### src/rtl/smt_commit_picker.sv
module smt_commit_picker #(
  parameter int NTHR = 4,
  parameter int SEQW = 16,
  localparam int TW = (NTHR > 1) ? $clog2(NTHR) : 1
) (
  input  logic                 clk,
  input  logic                 rst_n,
  input  logic [1:0]           policy,
  input  logic [NTHR-1:0]      active,
  input  logic [3*NTHR-1:0]    status,
  input  logic [NTHR-1:0]      head_ready,
  input  logic [NTHR-1:0]      rob_empty,
  input  logic [SEQW*NTHR-1:0] head_seq,
  input  logic                 take,
  output logic                 pick_valid,
  output logic [TW-1:0]        pick_tid
);
  localparam logic [2:0] ST_IDLE = 3'd0;
  localparam logic [2:0] ST_RUN  = 3'd1;
  localparam logic [2:0] ST_FTP  = 3'd4;
  localparam logic [1:0] POL_RR  = 2'd1;

  logic [NTHR-1:0][TW-1:0] prio_q, prio_d;
  logic [NTHR-1:0] ok_rr, ok_old, ok_solo;
  logic            solo, solo_ok, rr_mode, advance;
  logic [TW-1:0]   solo_tid;
  logic            rr_hit, old_hit;
  logic [TW-1:0]   rr_tid, rr_pos, old_tid;
  logic [SEQW-1:0] old_seq;

  assign rr_mode = (policy == POL_RR);
  assign solo    = ($countones(active) == 1);

  always_comb begin
    logic [2:0] st;
    for (int t = 0; t < NTHR; t++) begin
      st         = status[3*t +: 3];
      ok_rr[t]   = active[t] && head_ready[t] && (st == ST_IDLE || st == ST_RUN);
      ok_solo[t] = (st == ST_IDLE || st == ST_RUN || st == ST_FTP);
      ok_old[t]  = active[t] && !rob_empty[t] && head_ready[t] && ok_solo[t];
    end
  end

  always_comb begin
    solo_tid = '0;
    for (int t = 0; t < NTHR; t++)
      if (active[t]) solo_tid = TW'(t);
  end
  assign solo_ok = ok_solo[solo_tid];

  always_comb begin
    rr_hit = 1'b0;
    rr_pos = '0;
    rr_tid = '0;
    for (int p = 0; p < NTHR; p++)
      if (!rr_hit && ok_rr[prio_q[p]]) begin
        rr_hit = 1'b1;
        rr_pos = TW'(p);
        rr_tid = prio_q[p];
      end
  end

  always_comb begin
    old_hit = 1'b0;
    old_tid = '0;
    old_seq = '0;
    for (int t = 0; t < NTHR; t++)
      if (ok_old[t] && (!old_hit || head_seq[SEQW*t +: SEQW] < old_seq)) begin
        old_hit = 1'b1;
        old_tid = TW'(t);
        old_seq = head_seq[SEQW*t +: SEQW];
      end
  end

  assign pick_valid = solo ? solo_ok : (rr_mode ? rr_hit : old_hit);
  assign pick_tid   = !pick_valid ? '0 : (solo ? solo_tid : (rr_mode ? rr_tid : old_tid));

  assign advance = pick_valid && take && rr_mode && !solo;

  always_comb begin
    for (int p = 0; p < NTHR - 1; p++)
      prio_d[p] = (p < int'(rr_pos)) ? prio_q[p] : prio_q[p+1];
    prio_d[NTHR-1] = rr_tid;
  end

  always_ff @(posedge clk) begin
    if (!rst_n) begin
      for (int p = 0; p < NTHR; p++) prio_q[p] <= TW'(p);
    end else if (advance) begin
      prio_q <= prio_d;
    end
  end

  logic [NTHR-1:0] seen;
  logic            beaten;
  always_comb begin
    seen   = '0;
    beaten = 1'b0;
    for (int p = 0; p < NTHR; p++) seen[prio_q[p]] = 1'b1;
    for (int t = 0; t < NTHR; t++)
      if (ok_old[t] && head_seq[SEQW*t +: SEQW] < head_seq[SEQW*pick_tid +: SEQW])
        beaten = 1'b1;
  end

  p_list_perm_r6: assert property (@(posedge clk) disable iff (!rst_n)
    seen == {NTHR{1'b1}});
  p_rr_ready_r5: assert property (@(posedge clk) disable iff (!rst_n)
    (pick_valid && !solo && rr_mode) |-> (head_ready[pick_tid] && active[pick_tid]));
  p_old_ready_r3: assert property (@(posedge clk) disable iff (!rst_n)
    (pick_valid && !solo && !rr_mode) |-> (head_ready[pick_tid] && !rob_empty[pick_tid]));
  p_oldest_min_r4: assert property (@(posedge clk) disable iff (!rst_n)
    (pick_valid && !solo && !rr_mode) |-> !beaten);
  p_tail_r6: assert property (@(posedge clk) disable iff (!rst_n)
    advance |=> prio_q[NTHR-1] == $past(pick_tid));
  p_hold_r7: assert property (@(posedge clk) disable iff (!rst_n)
    !advance |=> $stable(prio_q));
  p_idle_tid_r9: assert property (@(posedge clk) disable iff (!rst_n)
    !pick_valid |-> pick_tid == '0);
  p_solo_r8: assert property (@(posedge clk) disable iff (!rst_n)
    (solo && pick_valid) |-> active[pick_tid]);
endmodule

### config.mk
export PLATFORM = sky130hd
export DESIGN_NAME = smt_commit_picker
export DESIGN_NICKNAME = d
export VERILOG_FILES = /design/src/rtl/smt_commit_picker.sv
export SDC_FILE = /design/constraint.sdc
export NUM_CORES = 1
export LEC_CHECK = 0
export ABC_AREA = 0
export BUFFER_PORTS_ARGS = -buffer_cell sky130_fd_sc_hd__buf_2
export CELL_PAD_IN_SITES_DETAIL_PLACEMENT = 0
export CELL_PAD_IN_SITES_GLOBAL_PLACEMENT = 1
export CORE_AREA = 2 2 110 69
export CTS_CLUSTER_DIAMETER = 50
export CTS_CLUSTER_SIZE = 8
export DETAILED_ROUTE_END_ITERATION = 12
export DIE_AREA = 0 0 112 71
export GPL_TIMING_DRIVEN = 1
export PLACE_DENSITY = 0.8
export SYNTH_ARGS = -nofsm -noshare
export SYNTH_HDL_FRONTEND = slang
export SYNTH_SLANG_ARGS = --single-unit
### constraint.sdc
create_clock -name clk -period 8.3 [get_ports clk]
set_input_delay 0.415 -clock clk [delete_from_list [all_inputs] [get_ports clk]]
set_output_delay 0.415 -clock clk [all_outputs]
set_load 0.01 [all_outputs]
==> metrics <==
Area Growth Syn to Fin 29.0%; placed instance count 501; Net Count, Synth 462; ys flop type dfxtp_1; worst skew pair latency 0.23 ns; flop-to-flop setup slack 6.26 ns; 1st-pass router iterations 5; sequential-to-total area share from yosys stat 6.71%; Cell variety after synth 51; Total GRT Usage 20.3%; post-route ant nets 0; final wirelength 8.12 mm; Final Hold Viols 0; Cell Rows 24; Power Dens Cells 78.2 mW/mm^2; register area 160 sq um; routability cong. 0.938; critical path arrival 7.20 ns; max incr delay on CP 0.53 ns; drt wl/cell 16.1 microns; IO Pins 96; Initial Utilization 34.0%; Hold Buf Count CTS 0; status finished clean; leakage power 1.42 nW; worst rel slew slack 23.7%; fin util 43.9%; Final HPWL DP 7.18 mm; area of the multi-input gates 0.00219 sq mm; Max IR drop VDD 0.0000734 V; chip width 112 microns; Synth Area in Adders 25.5%; RSZ-0062 raised after global routing no; Worst setup EP type output pin; clock slew at reported path FFs 0.04 ns; Die Y-Extent 71 microns; Placement Cell Area 0.00298 sq mm; antenna cells 0; total congestion overflow 0; Tot Pwr 0.241 mW; post-synthesis mux area share 8.38%; first-pass GRT wire length 13.1 mm; Mean Syn Cell Area 7.44 sq um; most frequent cells in the layout buf_2 (95), ha_1 (47), nor2_1 (40); clock buffer depth 2; initial antenna violation count 0; worst slew pin tran 1.13 ns; Final TNS setup 0 ns; fin area 0.00308 sq mm; Mapped Cells 321; layout cells sized above 1 27.1%; fin nets 557; highest clock rate 131 MHz; Crit Path Category input port to output pin; clock skew 0.00333 ns; max-slew violations 0; post-DR vias/cell 5.57; Clock Sinks 8; FILL cells 740; TritonCTS clock tree yes; H-tree levels 1; Largest register FFs 8; synthesized area 0.00239 sq mm; clk root buf clkbuf_16; Setup crit start kind input port; synth warn 0; DIE AREA 0.00795 sq mm; EDFF count, synth 0; Max-cap violations 0; HP Class input port to flip-flop; initial DRC count 302; Vias 2,812; Yosys reg bits 8; commonest non-fill, non-tap cell in the layout buf_2; non-filler instance count after layout 505; largest net degree at the start of global routing 22; register with the most flip-flops prio_q; Remaining DRCs 0; post-synthesis compound-gate area fraction 28.2%; cts bufs inserted 3; Regs by FF count prio_q: 8 flops; combinational family with the most area after synthesis simple AND/OR/NAND/NOR gates; Crit-path slowest cell or4_1; Final min period 7.62 ns; final setup fails 0; Tcrit/Tclk final 91.8%; CP required 7.89 ns; via count of the first global-routing pass 2,571; asr flop ratio synth 0%; simple-gate share of the synthesized area 28.7%; Synth Area in XOR/XNOR 0%; PortBufs 95; CP Max Fanout 19; Core Footprint 0.00703 sq mm
==> cells by family after synthesis <==
group / after synthesis
DFF: 8
buffers and inverters: 16
adders and majority gates: 48
muxes: 15
AOI/OAI and AO/OA: 102
and+or+nand+nor: 132
==> area by class of cell <==
class | instances | share of cell area, %
multi-input cells | 297 | 71.0
inverters | 7 | 0.853
clock buffers | 3 | 2.44
flip-flops and latches | 8 | 5.20
repair buffers | 99 | 16.8
well taps | 91 | 3.69
==> worst max-delay path, delay by kind of cell <==
family                     cells  cell delay, ns
buffers and inverters          4            0.72
and+or+nand+nor               11            2.41
AOI/OAI and AO/OA             13            2.67
adders and majority gates      3            0.98
==> metrics by stage <==
step	hold slack [ns]	setup WS, ns
6_report	0.418	0.683
2_1_floorplan	0.477	1.31
3_5_place_dp	0.559	0.269
4_1_cts	0.417	0.237
3_3_place_gp	0.542	0.557
5_1_grt	0.431	0.162
==> synth_stat cells, types with 6 or more instances <==
| master | n | area, sq um |
|---|---|---|
| o21ai_0 | 13 | 65.1 |
| a21o_1 | 21 | 158 |
| inv_1 | 7 | 26.3 |
| o21a_1 | 6 | 45.0 |
| ha_1 | 47 | 588 |
| mux2i_1 | 11 | 110 |
| dfxtp_1 | 8 | 160 |
| nor3_1 | 6 | 30.0 |
| clkbuf_1 | 6 | 22.5 |
| nor2_1 | 40 | 150 |
| nand4_1 | 6 | 37.5 |
| nor2b_1 | 7 | 43.8 |
| a21oi_1 | 32 | 160 |
| nand2_1 | 36 | 135 |
| nand3_1 | 6 | 30.0 |
==> layer usage <==
layer,vias up,routed length [microns],GRT usage [%]
met1,1267,4520,34.0
met4,0,21,2.03
li1,1425,-,-
met3,2,597,2.31
met5,-,0,0
met2,118,2990,27.9
==> where the power goes <==
part	switching (mW)	internal (mW)	total [mW]
logic	0.0636	0.0551	0.119
registers	0.00157	0.0397	0.0412
clock network	0.0187	0.0621	0.0808
total	0.0839	0.157	0.241
==> path summary, 6_finish.rpt <==
path / startpoint / to / cells after the start
hold reg to reg: prio_q[7]$_SDFFE_PN1P_ / prio_q[7]$_SDFFE_PN1P_ / 2
hold / removal: rst_n / prio_q[2]$_SDFFE_PN1P_ / 2
setup / recovery: status[2] / pick_tid[0] / 31
setup reg to reg: prio_q[0]$_SDFFE_PN0P_ / prio_q[5]$_SDFFE_PN1P_ / 5
==> what timing repair did <==
action | 4_1_cts | 5_1_grt
resized for setup | 0 | 1
endpoints found under the setup margin | 0 | 2
buffers inserted | 0 | 1
No activity file was read; power rests on OpenSTA's default activity.
